`src/rtl/gpio_bank_pkg.sv`:
```
package gpio_bank_pkg;

    localparam int DATA_W    = 32;
    localparam int ADDR_W    = 6;
    localparam int IRQ_PINS  = 8;

    localparam logic [ADDR_W-1:0] OFS_DIR_RD   = 6'h00;
    localparam logic [ADDR_W-1:0] OFS_DIR_OUT  = 6'h04;
    localparam logic [ADDR_W-1:0] OFS_DIR_IN   = 6'h08;
    localparam logic [ADDR_W-1:0] OFS_PIN_RD   = 6'h0C;
    localparam logic [ADDR_W-1:0] OFS_DOUT_SET = 6'h10;
    localparam logic [ADDR_W-1:0] OFS_DOUT_CLR = 6'h14;
    localparam logic [ADDR_W-1:0] OFS_ICFG_SET = 6'h18;
    localparam logic [ADDR_W-1:0] OFS_ICFG_CLR = 6'h1C;
    localparam logic [ADDR_W-1:0] OFS_IACK     = 6'h20;
    localparam logic [ADDR_W-1:0] OFS_ISTAT    = 6'h24;

    typedef enum logic [0:0] {
        FLT_IDLE = 1'b0,
        FLT_QUAL = 1'b1
    } flt_state_e;

    // Field order matters: software decodes these bit positions.
    typedef struct packed {
        logic [IRQ_PINS-1:0] lvl;
        logic [IRQ_PINS-1:0] deb;
        logic [IRQ_PINS-1:0] fall;
        logic [IRQ_PINS-1:0] rise;
    } icfg_t;

endpackage

```
`src/rtl/gpio_pin_filter.sv`:
```
module gpio_pin_filter
    import gpio_bank_pkg::*;
#(
    parameter int DB_CYCLES = 4
) (
    input  logic clk,
    input  logic rst_n,
    input  logic en,
    input  logic din,
    output logic dout
);

    localparam int CNT_W = (DB_CYCLES > 1) ? $clog2(DB_CYCLES) : 1;
    localparam logic [CNT_W-1:0] CNT_LAST = CNT_W'(DB_CYCLES - 1);

    flt_state_e st_q, st_n;
    logic       acc_q, acc_n;
    logic [CNT_W-1:0] cnt_q, cnt_n;

    always_ff @(posedge clk or negedge rst_n) begin
        if (!rst_n) begin
            st_q  <= FLT_IDLE;
            acc_q <= 1'b0;
            cnt_q <= '0;
        end else begin
            st_q  <= st_n;
            acc_q <= acc_n;
            cnt_q <= cnt_n;
        end
    end

    always_comb begin
        st_n  = st_q;
        acc_n = acc_q;
        cnt_n = cnt_q;
        if (!en) begin
            st_n  = FLT_IDLE;
            acc_n = din;
            cnt_n = '0;
        end else begin
            unique case (st_q)
                FLT_IDLE: begin
                    if (din != acc_q) begin
                        st_n  = FLT_QUAL;
                        cnt_n = '0;
                    end
                end
                FLT_QUAL: begin
                    if (din == acc_q) begin
                        st_n = FLT_IDLE;
                    end else if (cnt_q == CNT_LAST) begin
                        acc_n = din;
                        st_n  = FLT_IDLE;
                    end else begin
                        cnt_n = cnt_q + 1'b1;
                    end
                end
                default: st_n = FLT_IDLE;
            endcase
        end
    end

    assign dout = en ? acc_q : din;

    AST_FLT_COMMIT_FROM_QUAL: assert property (@(posedge clk) disable iff (!rst_n)
        (en && $past(en) && (acc_q != $past(acc_q))) |-> ($past(st_q) == FLT_QUAL));

endmodule

```
`src/rtl/gpio_irq_unit.sv`:
```
module gpio_irq_unit
    import gpio_bank_pkg::*;
#(
    parameter int DB_CYCLES = 4
) (
    input  logic                clk,
    input  logic                rst_n,
    input  logic [IRQ_PINS-1:0] lvl_in,
    input  icfg_t               cfg,
    input  logic [IRQ_PINS-1:0] ack,
    output logic [IRQ_PINS-1:0] stat,
    output logic                irq
);

    logic [IRQ_PINS-1:0] filt;
    logic [IRQ_PINS-1:0] prev_q;
    logic [IRQ_PINS-1:0] evt;

    for (genvar i = 0; i < IRQ_PINS; i++) begin : g_pin
        gpio_pin_filter #(.DB_CYCLES(DB_CYCLES)) u_flt (
            .clk  (clk),
            .rst_n(rst_n),
            .en   (cfg.deb[i]),
            .din  (lvl_in[i]),
            .dout (filt[i])
        );

        always_comb begin
            if (cfg.lvl[i])
                evt[i] = (cfg.rise[i] & filt[i]) | (cfg.fall[i] & ~filt[i]);
            else
                evt[i] = (cfg.rise[i] & filt[i] & ~prev_q[i])
                       | (cfg.fall[i] & ~filt[i] & prev_q[i]);
        end

        AST_STATUS_NEEDS_ENABLE: assert property (@(posedge clk) disable iff (!rst_n)
            $rose(stat[i]) |-> $past(cfg.rise[i] | cfg.fall[i]));
    end

    always_ff @(posedge clk or negedge rst_n) begin
        if (!rst_n) begin
            prev_q <= '0;
            stat   <= '0;
        end else begin
            prev_q <= filt;
            stat   <= evt | (stat & ~ack);
        end
    end

    assign irq = |(stat & (cfg.rise | cfg.fall));

    AST_MASKED_SILENT: assert property (@(posedge clk) disable iff (!rst_n)
        ((cfg.rise | cfg.fall) == '0) |-> !irq);

endmodule

```
`src/rtl/gpio_irq_bank.sv`:
```
module gpio_irq_bank
    import gpio_bank_pkg::*;
#(
    parameter int DB_CYCLES   = 4,
    parameter int SYNC_STAGES = 2
) (
    input  logic              clk,
    input  logic              rst_n,
    input  logic              bus_valid,
    input  logic              bus_write,
    input  logic [ADDR_W-1:0] bus_addr,
    input  logic [DATA_W-1:0] bus_wdata,
    output logic [DATA_W-1:0] bus_rdata,
    input  logic [DATA_W-1:0] pin_in,
    output logic [DATA_W-1:0] pin_out,
    output logic [DATA_W-1:0] pin_oe,
    output logic              irq
);

    localparam int STAT_PAD = DATA_W - IRQ_PINS;

    logic [DATA_W-1:0] sync_q [SYNC_STAGES];
    logic [DATA_W-1:0] pin_sync;
    logic [DATA_W-1:0] dir_q;
    logic [DATA_W-1:0] dout_q;
    icfg_t             cfg_q;
    logic [IRQ_PINS-1:0] ack;
    logic [IRQ_PINS-1:0] irq_stat;
    logic              wr;

    // Input synchronizer chain
    for (genvar s = 0; s < SYNC_STAGES; s++) begin : g_sync
        always_ff @(posedge clk or negedge rst_n) begin
            if (!rst_n)
                sync_q[s] <= '0;
            else if (s == 0)
                sync_q[s] <= pin_in;
            else
                sync_q[s] <= sync_q[(s == 0) ? 0 : s-1];
        end
    end
    assign pin_sync = sync_q[SYNC_STAGES-1];

    assign wr = bus_valid && bus_write;

    always_ff @(posedge clk or negedge rst_n) begin
        if (!rst_n) begin
            dir_q  <= '0;
            dout_q <= '0;
            cfg_q  <= '0;
        end else if (wr) begin
            case (bus_addr)
                OFS_DIR_OUT:  dir_q  <= dir_q  |  bus_wdata;
                OFS_DIR_IN:   dir_q  <= dir_q  & ~bus_wdata;
                OFS_DOUT_SET: dout_q <= dout_q |  bus_wdata;
                OFS_DOUT_CLR: dout_q <= dout_q & ~bus_wdata;
                OFS_ICFG_SET: cfg_q  <= cfg_q  |  bus_wdata;
                OFS_ICFG_CLR: cfg_q  <= cfg_q  & ~bus_wdata;
                default: ;
            endcase
        end
    end

    assign ack = (wr && bus_addr == OFS_IACK) ? bus_wdata[IRQ_PINS-1:0] : '0;

    gpio_irq_unit #(.DB_CYCLES(DB_CYCLES)) u_irq (
        .clk   (clk),
        .rst_n (rst_n),
        .lvl_in(pin_sync[IRQ_PINS-1:0]),
        .cfg   (cfg_q),
        .ack   (ack),
        .stat  (irq_stat),
        .irq   (irq)
    );

    always_comb begin
        case (bus_addr)
            OFS_DIR_RD, OFS_DIR_OUT, OFS_DIR_IN: bus_rdata = dir_q;
            OFS_PIN_RD:                          bus_rdata = pin_sync;
            OFS_DOUT_SET, OFS_DOUT_CLR:          bus_rdata = dout_q;
            OFS_ICFG_SET, OFS_ICFG_CLR:          bus_rdata = cfg_q;
            OFS_ISTAT:                           bus_rdata = {{STAT_PAD{1'b0}}, irq_stat};
            default:                             bus_rdata = '0;
        endcase
    end

    assign pin_out = dout_q;
    assign pin_oe  = dir_q;

    AST_DIR_SET_TAKES: assert property (@(posedge clk) disable iff (!rst_n)
        (wr && bus_addr == OFS_DIR_OUT) |=> ((dir_q & $past(bus_wdata)) == $past(bus_wdata)));

    AST_DOUT_CLR_TAKES: assert property (@(posedge clk) disable iff (!rst_n)
        (wr && bus_addr == OFS_DOUT_CLR) |=> ((dout_q & $past(bus_wdata)) == '0));

    AST_ACK_CLEARS: assert property (@(posedge clk) disable iff (!rst_n)
        (wr && bus_addr == OFS_IACK && (cfg_q.rise | cfg_q.fall) == '0)
        |=> ((irq_stat & $past(bus_wdata[IRQ_PINS-1:0])) == '0));

endmodule

```
`config.mk`:
```
export PLATFORM = sky130hd
export DESIGN_NAME = gpio_irq_bank
export DESIGN_NICKNAME = d
export VERILOG_FILES = /design/src/rtl/gpio_bank_pkg.sv /design/src/rtl/gpio_pin_filter.sv /design/src/rtl/gpio_irq_unit.sv /design/src/rtl/gpio_irq_bank.sv
export SDC_FILE = /design/constraint.sdc
export NUM_CORES = 1
export LEC_CHECK = 0
export ABC_AREA = 1
export ABC_CLOCK_PERIOD_IN_PS = 1460
export BUFFER_PORTS_ARGS = -buffer_cell sky130_fd_sc_hd__buf_4
export CORE_UTILIZATION = 45
export CTS_BUF_LIST = sky130_fd_sc_hd__clkbuf_16
export CTS_CLUSTER_DIAMETER = 100
export CTS_CLUSTER_SIZE = 40
export DETAILED_ROUTE_END_ITERATION = 6
export PLACE_DENSITY_LB_ADDON = 0.2
export REMOVE_ABC_BUFFERS = 1
export SYNTH_ARGS = -nofsm -noshare
export SYNTH_HDL_FRONTEND = slang
export SYNTH_SLANG_ARGS = --single-unit
export TNS_END_PERCENT = 30
```
`constraint.sdc`:
```
create_clock -name clk -period 1.46 [get_ports clk]
set_clock_uncertainty 0.1 [all_clocks]
set_input_delay 0.146 -clock clk [delete_from_list [all_inputs] [get_ports clk]]
set_output_delay 0.146 -clock clk [all_outputs]
set_load 0.02 [all_outputs]
```
==> results of run 1 <==
per-layer routing:
metal	up-vias	part of all wire, %	routed length (µm)
li1	4313	-	-
met1	4373	44	12300
met2	264	50	14070
met3	33	5.1	1427
met4	0	1.5	433
met5	-	0	0
power breakdown:
| part | internal (mW) | switching [mW] | total, mW |
|---|---|---|---|
| clock | 1.36 | 1.87 | 3.23 |
| combinational | 1.01 | 1.21 | 2.22 |
| sequential | 6.18 | 0.357 | 6.54 |
| total | 8.54 | 3.44 | 12.0 |
worst max path at each step:
stage / startpoint / slack [ps] / end / cells past startpoint
floorplan: bus_addr[1] / -1920 / bus_rdata[10] / 5
global placement: bus_addr[1] / -120 / bus_rdata[6] / 8
detailed placement: bus_addr[0] / -110 / flip-flop / 7
CTS: flip-flop / -450 / irq / 5
global route: flip-flop / -470 / irq / 5
finish: flip-flop / -390 / irq / 4
synth_stat cells, drive strengths merged:
master  count  area, µm²
a21oi      16      80.08
o21a       12      90.09
nor3        5      25.02
clkbuf     23      90.08
nand2     339       1272
nand3     184      938.4
ha          8      100.1
buf        32      175.2
inv       133      499.2
nand4      53      331.6
xor2        6      52.55
nor2       60      276.5
o21ai      82      410.4
a31oi       2      12.51
dfrtp     208       5205
cell type report:
type / count / share of cell area (%)
Sequential cell: 208 / 39.64
Multi-Input combinational cell: 767 / 29.00
Timing Repair Buffer: 329 / 22.80
Inverter: 133 / 3.798
Tap cell: 270 / 2.570
Clock buffer: 9 / 1.713
Clock inverter: 4 / 0.4759
placed cells by master (no fill, tap or decap), drive strengths merged, types with 9 or more instances in the layout:
cell type	synthesis	layout
nand2	339	339
nand3	184	184
nor2	60	60
o21ai	82	82
nand4	53	53
buf	32	264
dfrtp	208	208
a21oi	16	16
inv	133	134
clkbuf	23	9
o21a	12	12
dlygate4sd3	0	65
worst max-delay path, stage by stage (launching register included):
cell                      delay [ps]
sky130_fd_sc_hd__dfrtp_1         420
sky130_fd_sc_hd__o21a_1          230
sky130_fd_sc_hd__nor3_2          190
sky130_fd_sc_hd__nand2_1         120
sky130_fd_sc_hd__buf_6           150
per-stage QoR:
stage               std cells  hold WS (ps)  total power, mW
floorplan                1108        -249.6            7.420
global placement         1634        -26.42            8.502
detailed placement       1634        -30.35            8.562
CTS                      1717         48.79            12.02
global route             1720         51.75            12.52
finish                   1720         35.11            11.98
logic make-up after synthesis:
| family | share of synthesized area, % |
|---|---|
| simple gates | 29.75 |
| buf+inv | 7.997 |
| compound gates | 6.204 |
| xor+xnor | 0.5497 |
| flops | 54.45 |
| fa+ha+maj | 1.047 |
what timing repair did:
| item | in CTS | in global routing |
|---|---|---|
| hold buffers | 65 | 0 |
| gates resized for setup | 52 | 29 |
| setup buffers | 6 | 4 |
| endpoints found under the hold margin | 344 | 0 |
| pin swaps | 53 | 18 |
| setup endpoints to repair | 33 | 44 |
==> metrics, run 1 <==
number of rows created at floorplan=52; area occupied by registers=around 5200 µm²; Cell variety after synth=25; global route total overflow=0; vias after detailed routing=between 8000 and 9000; via count of the first global-routing pass=8772; wire length of the first global-routing pass=around 46000 µm; post-detailed-route via-to-cell ratio=around 5.2; area taken by multi-input logic gates=~3800 µm²; Worst Tran Pin Value=406.3 ps; antenna violations before repair=0; setup slack of the worst register-to-register path=100 ps; initial standard-cell utilization of the core=46.49%; post-layout net count=~1500; kind of end point of the critical path=output port; Worst-Skew Late Latency=roughly 490 ps; diode count=0; CP Class=flip-flop to output port; worst supply voltage drop on vdd=around 700 µV; height of the chip=147.8 µm; power per cell area=approximately 910 nW/µm²; final weighted congestion in routability-driven placement=approximately 0.82; buffers from clock root to sink, at most=3; relative slew slack=roughly 73%; biggest fanout along the worst timing path=2; cell count after synthesis=approximately 1200; Min-Delay Path Class=primary input to asynchronous set/reset pin; # DRC=0; Routed wire per std cell=between 15 and 20 µm; outcome=finished, violations left; share of final-layout standard cells stronger than drive strength 1=approximately a quarter; number of failing hold endpoints at the final stage=0; part of the Yosys area used for sequential elements=54.45%; Critical R2R Launch=u_irq.g_pin[3].u_flt.cnt_q[0]; Final Util=~64%; Mean Syn Cell Area=8.219 µm²; met3 usage in global routing=3.148%; top-level I/O count=171; Synth Cell Area=~9600 µm²; TritonCTS clock tree=yes; setup slack after layout=-390.9 ps; global-route usage over all layers=26.45%; Worst R2R End=u_irq.g_pin[3].u_flt.cnt_q[1]; Num CTS Buffers=9; number of register bits inferred by synthesis=around 210; post-route cell area=13150 µm²; synth-to-layout area growth=37.51%; antenna-violating nets left=0; largest net degree at the start of global routing=44; Tcrit/Tclk final=126.8%; Setup crit start kind=flip-flop; Area after DPL=11870 µm²; failing checks=setup timing; Final setup violation count=34; violation count after the first detailed-routing iteration=between 400 and 500; maximum clock rate=0.5403 GHz; total die area=approximately 22000 µm²; required arrival time at the worst endpoint=approximately 1200 ps; length in cells of the worst reg-to-reg path=6; met2 Track Usage GR=between 40% and 50%; area of the core=~21000 µm²; final-layout setup total negative slack=-4388 ps; placement-stage worst setup slack=-112.4 ps; arrival time worst endpoint=roughly 1600 ps; unrepaired setup endpoints after global routing=true; Yosys warning total=0; Max-cap violations=0; total wire length after detailed routing=about 28000 µm; buffers added on ports=170; fillers=about 1800; clock-pin transition on the worst setup and hold timing paths=140 ps; Final Max Tran Viols=0; H-tree Lvls=1; time the worst path needs with I/O delays and setup=about 1900 ps; die span in x=147.8 µm; global-route layer with the greatest usage=met2; number of iterations in the first detailed-routing pass=7; TritonCTS Sinks=208; LEAKAGE=6.395 nW; met1 usage=35.78%; CTS root buf=sky130_fd_sc_hd__clkbuf_16; detailed placer's ending HPWL=19080 µm
No activity file was read; power rests on OpenSTA's default activity.
==> inputs of run 2 (changes only) <==
CAP_MARGIN = 20   (was default)
HOLD_SLACK_MARGIN = 0.12   (was default)
RECOVER_POWER = 100   (was default)
==> run 2 against run 1 <==
The run still ends with setup timing left. Critical path depth did not move. Non-clock buffer count rose by 14. Count of clock-buffer cells in the layout did not move. Combinational power barely moved. Sequential power barely moved. Highest routed layer unchanged. Clock power barely moved. Fmax rose by 0.25%. Die area did not move. First-iteration DRC count fell by 4.8%. Total power fell by 0.18%. Global-route usage did not move.
==> metrics, run 2 (synthesis results as in run 1) <==
worst supply voltage drop on vdd=702.2 µV (-0.17%); global-route usage over all layers=26.45% (unchanged); Num CTS Buffers=9 (unchanged); Final setup violation count=192 (+460%); Tcrit/Tclk final=126.5% (-0.32 points); Final Max Tran Viols=0 (unchanged); length in cells of the worst reg-to-reg path=6 (unchanged); failing checks=setup timing; Worst-Skew Late Latency=490 ps (about the same); Routed wire per std cell=16.45 µm (+0.22%); Worst Tran Pin Value=689.5 ps (+283.3 ps); Critical R2R Launch=u_irq.g_pin[2].u_flt.cnt_q[0]; diode count=0 (unchanged); total wire length after detailed routing=28520 µm (+1.0%); wire length of the first global-routing pass=45530 µm (unchanged); TritonCTS Sinks=208 (unchanged); number of failing hold endpoints at the final stage=0 (unchanged); relative slew slack=54.03% (-19 points); Area after DPL=11870 µm² (unchanged); initial standard-cell utilization of the core=46.49% (unchanged); Max-cap violations=0 (unchanged); share of final-layout standard cells stronger than drive strength 1=22.68% (-0.77 points); leading cell type in the layout, fill and taps excluded=sky130_fd_sc_hd__nand2_1; post-detailed-route via-to-cell ratio=5.205 (-0.34%); biggest fanout along the worst timing path=2 (unchanged); final-layout setup total negative slack=-12010 ps (-7622 ps); final weighted congestion in routability-driven placement=0.8240 (unchanged); number of iterations in the first detailed-routing pass=7 (unchanged); maximum clock rate=0.5416 GHz (+0.25%); via count of the first global-routing pass=8772 (unchanged); Setup crit start kind=flip-flop; die span in x=147.8 µm (unchanged); buffers from clock root to sink, at most=3 (unchanged); post-route cell area=13010 µm² (-1.0%); time the worst path needs with I/O delays and setup=1846 ps (-4.608 ps); global route total overflow=0 (unchanged); power per cell area=919.2 nW/µm² (+0.83%); H-tree Lvls=1 (unchanged); detailed placer's ending HPWL=19080 µm (unchanged); unrepaired setup endpoints after global routing=true; vias after detailed routing=9025 (+0.47%); required arrival time at the worst endpoint=1210 ps (about the same); CTS root buf=sky130_fd_sc_hd__clkbuf_16; setup slack of the worst register-to-register path=20 ps (-80 ps); leading cell types in the layout, fill and taps excluded=333 x sky130_fd_sc_hd__nand2_1, 205 x sky130_fd_sc_hd__dfrtp_1, 157 x sky130_fd_sc_hd__nand3_1; largest net degree at the start of global routing=44 (unchanged); clock-pin transition on the worst setup and hold timing paths=140 ps (about the same); antenna violations before repair=0 (unchanged); top-level I/O count=171 (unchanged); setup slack after layout=-386.3 ps (+4.608 ps); number of rows created at floorplan=52 (unchanged); outcome=finished, violations left; LEAKAGE=6.357 nW (-0.60%); antenna-violating nets left=0 (unchanged); kind of end point of the critical path=output port; Worst R2R End=u_irq.g_pin[2].u_flt.cnt_q[1]; Cells on Worst Hold Path=6; # DRC=0 (unchanged); fillers=1836 (+2.7%); CP Class=flip-flop to output port; area taken by multi-input logic gates=3790 µm² (-0.59%); area occupied by registers=5209 µm² (about the same); total die area=21830 µm² (unchanged); arrival time worst endpoint=1600 ps (about the same); area of the core=20560 µm² (unchanged); buffers added on ports=170 (unchanged); TritonCTS clock tree=yes; synth-to-layout area growth=36.14%; height of the chip=147.8 µm (unchanged); post-layout net count=1544 (+0.92%); Min-Delay Path Class=primary input to flip-flop; violation count after the first detailed-routing iteration=461 (-4.8%); crit path capture=irq
-- run 2: how the worst min path moves through the flow --
stage	slack (ps)	start	endpoint
2_1_floorplan	-250	rst_n	asynchronous set/reset pin
3_3_place_gp	-30	rst_n	sync_q[49]
3_5_place_dp	-30	rst_n	sync_q[49]
4_1_cts	130	bus_addr[3]	u_irq.stat[3]
5_1_grt	190	bus_addr[3]	u_irq.stat[0]
6_report	140	bus_addr[3]	u_irq.stat[5]
-- run 2: final cells by class --
| type | instances | share of cell area, % |
|---|---|---|
| clock inverters | 4 | 0.4807 |
| multi-input cells | 767 | 29.12 |
| well taps | 270 | 2.596 |
| flip-flops and latches | 208 | 40.03 |
| repair buffers | 343 | 22.21 |
| clock buffers | 9 | 1.731 |
| inverters | 133 | 3.836 |
-- run 2: stage by stage --
step	hold slack (ps)	power [mW]	instances	setup WS (ps)	util, %
6_report	141.5	11.96	1734	-386.3	63.30
5_1_grt	193.6	12.48	1734	-470.0	63.30
4_1_cts	133.4	12.02	1718	-453.2	63.49
3_5_place_dp	-30.35	8.562	1634	-112.4	57.75
3_3_place_gp	-26.42	8.502	1634	-119.0	57.75
2_1_floorplan	-249.6	7.420	1108	-1916	-
-- run 2: metal layers --
layer,GRT usage (%),share of wire [%],vias to the layer above
li1,-,-,4347
met1,35.78,43,4344
met2,45.57,49,298
met3,3.148,5.6,36
met4,5.928,1.7,0
met5,0,0,-
-- run 2: worst max-delay path, stage by stage (launching register included) --
cell and delay (ps):
sky130_fd_sc_hd__dfrtp_1 420, sky130_fd_sc_hd__o21a_1 230, sky130_fd_sc_hd__nor3_2 190, sky130_fd_sc_hd__nand2_1 120
sky130_fd_sc_hd__buf_6 150
-- run 2: where the power goes --
group          total [mW]  switching [mW]  internal [mW]
clock                3.25            1.89           1.36
sequential           6.53           0.347           6.18
combinational        2.19            1.23          0.956
-- run 2: repair_timing --
action	CTS	global route
setup endpoints to repair	33	61
resized for setup	52	38
gates cloned	0	1
hold buffers	66	0
pin swaps	53	22
endpoints found under the hold margin	344	0
setup buffers	6	17
==> inputs of run 3 (changes only) <==
RECOVER_POWER = 50   (was 100)
==> run 3 against run 2 <==
The flow still finishes with violations (setup timing). Utilization increased by 0.77 points. Highest routed layer unchanged. Count of clock-buffer cells in the layout is the same. Design area rose by 1.2%. Setup slack gained 10 ps. Register-to-register slack about the same. Sequential power hardly changed. Wire length is 0.16% lower. Via count shrank 0.20%. Flip-flop and latch count unchanged. Sequential share of layout area decreased by 0.47 points. Critical endpoint unchanged.
==> metrics, run 3 (synthesis results as in run 1) <==
CP Class=flip-flop to output port; # DRC=0 (unchanged); Critical R2R Launch=u_irq.g_pin[2].u_flt.cnt_q[0]; Net Switching=3.466 mW (-0.14%); power consumption=12.03 mW (+0.52%); Min-Delay Path Class=primary input to flip-flop; length in cells of the worst reg-to-reg path=6 (unchanged); area of the core=20560 µm² (unchanged); net switching share of the total power=28.82% (-0.19 points); total die area=21830 µm² (unchanged); CTS root buf=sky130_fd_sc_hd__clkbuf_16; Worst R2R End=u_irq.g_pin[2].u_flt.cnt_q[1]; height of the chip=147.8 µm (unchanged); top-level I/O count=171 (unchanged); LEAKAGE=6.417 nW (+0.95%); Worst-Skew Late Latency=490 ps (about the same); Hold EP=u_irq.stat[5]; H-tree Lvls=1 (unchanged); number of iterations in the first detailed-routing pass=5 (-2); Worst Tran Pin Value=685.2 ps (-4.380 ps); leading cell types in the layout, fill and taps excluded=333 x sky130_fd_sc_hd__nand2_1, 204 x sky130_fd_sc_hd__dfrtp_1, 184 x sky130_fd_sc_hd__buf_4; wire length of the first global-routing pass=45530 µm (unchanged); combinational share of power=18.7% (+0.4 points); time the worst path needs with I/O delays and setup=1836 ps (-10.45 ps); detailed placer's ending HPWL=19080 µm (unchanged); Routed wire per std cell=16.42 µm (-0.16%); number of rows created at floorplan=52 (unchanged); failing checks=setup timing; leading cell type in the layout, fill and taps excluded=sky130_fd_sc_hd__nand2_1; unrepaired setup endpoints after global routing=true; clock group share of total power=27.0% (-0.2 points); sequential cell fraction of total power=54.3% (-0.3 points); Cells on Worst Hold Path=6 (unchanged); worst-path cell chain=o21a_1 -> nor3_2 -> nand2_1 -> buf_6; arrival time worst endpoint=1590 ps (about the same); violation count after the first detailed-routing iteration=487 (+5.6%); kind of end point of the critical path=output port; power per cell area=912.9 nW/µm² (-0.69%); Num CTS Buffers=9 (unchanged); outcome=finished, violations left; maximum clock rate=0.5447 GHz (+0.57%); worst supply voltage drop on vdd=706.6 µV (+0.63%); total wire length after detailed routing=28480 µm (-0.16%); number of failing hold endpoints at the final stage=0 (unchanged); clock-pin transition on the worst setup and hold timing paths=130 ps (about the same); Final Max Tran Viols=0 (unchanged); final weighted congestion in routability-driven placement=0.8240 (unchanged); cell with the biggest individual delay on the critical path=sky130_fd_sc_hd__dfrtp_1; setup slack of the worst register-to-register path=20 ps (about the same); antenna-violating nets left=0 (unchanged); TritonCTS Sinks=208 (unchanged); antenna violations before repair=0 (unchanged); global route total overflow=0 (unchanged); setup slack after layout=-375.9 ps (+10.45 ps); Setup crit start kind=flip-flop; Tcrit/Tclk final=125.7% (-0.72 points); TritonCTS clock tree=yes; buffers from clock root to sink, at most=3 (unchanged); Final setup violation count=192 (unchanged); biggest fanout along the worst timing path=2 (unchanged); post-layout net count=1544 (unchanged); CP peak stage delay=420 ps (about the same); global-route usage over all layers=26.45% (unchanged); relative slew slack=54.32% (+0.29 points); vias after detailed routing=9007 (-0.20%); largest net degree at the start of global routing=44 (unchanged); initial standard-cell utilization of the core=46.49% (unchanged); post-route cell area=13170 µm² (+1.2%); Max-cap violations=0 (unchanged); required arrival time at the worst endpoint=1210 ps (about the same); die span in x=147.8 µm (unchanged); Internal Dissipation=8.559 mW (+0.80%); via count of the first global-routing pass=8772 (unchanged); share of final-layout standard cells stronger than drive strength 1=23.36% (+0.68 points); post-detailed-route via-to-cell ratio=5.194 (-0.20%); diode count=0 (unchanged); Area after DPL=11870 µm² (unchanged); buffers added on ports=170 (unchanged); synth-to-layout area growth=37.80%; hold_sp=bus_addr[3]
## run 3: changes by cell type in the layout (fill, tap and decap cells not counted), sizes merged
cell	previous run	this run
buf	171	231
clkbuf	115	55
## run 3: worst max-delay path by stage
stage                startpoint  slack, ps             to
finish                flip-flop       -380            irq
global route          flip-flop       -470            irq
CTS                   flip-flop       -450            irq
detailed placement  bus_addr[0]       -110      flip-flop
global placement    bus_addr[1]       -120   bus_rdata[6]
floorplan           bus_addr[1]      -1920  bus_rdata[10]
## run 3: stage by stage
| stage | instances | hold WS (ps) | utilization [%] | TNS (ps) | worst slack, ps |
|---|---|---|---|---|---|
| after floorplan | 1108 | -249.6 | - | -168040 | -1916 |
| after global placement | 1634 | -26.42 | 57.75 | -7400 | -119.0 |
| after detailed placement | 1634 | -30.35 | 57.75 | -8697 | -112.4 |
| after CTS | 1718 | 133.4 | 63.49 | -5041 | -453.2 |
| after global routing | 1734 | 193.6 | 64.07 | -40410 | -470.0 |
| final | 1734 | 140.6 | 64.07 | -11960 | -375.9 |
## run 3: worst max-delay path, delay by kind of cell, from the launching register on
family | cells | cell delay [ps]
AOI/OAI and AO/OA | 1 | 230
and+or+nand+nor | 2 | 310
buffers and inverters | 1 | 150
DFF | 1 | 420
## run 3: layout make-up
cell class	instances	area (µm²)
clock buffers	9	225.2
inverters	133	499.2
well taps	270	337.8
multi-input cells	767	3790
fillers	1797	7387
clock inverters	4	62.56
repair buffers	343	3048
flip-flops and latches	208	5210
## run 3: timing repair
action	CTS	global route
setup buffers	6	17
pin swaps	53	22
endpoints found under the setup margin	33	61
hold endpoints to repair	344	0
cloned	0	1
resized for setup	52	38
hold buffers	66	0
## run 3: power by group through the flow
| stage | sequential, mW | clock [mW] | combinational, mW |
|---|---|---|---|
| 6_report | 6.53 | 3.25 | 2.25 |
| 5_1_grt | 6.58 | 3.50 | 2.47 |
| 4_1_cts | 6.52 | 3.31 | 2.18 |
| 3_5_place_dp | 6.62 | 0 | 1.94 |
| 3_3_place_gp | 6.60 | 0 | 1.90 |
| 2_1_floorplan | 6.70 | 0 | 0.717 |
## run 3: layer usage
layer / up-vias / share of wire, % / global-route usage (%)
li1: 4349 / - / -
met1: 4313 / 42 / 35.78
met2: 307 / 50 / 45.57
met3: 38 / 6.3 / 3.148
met4: 0 / 1.7 / 5.928
met5: - / 0 / 0
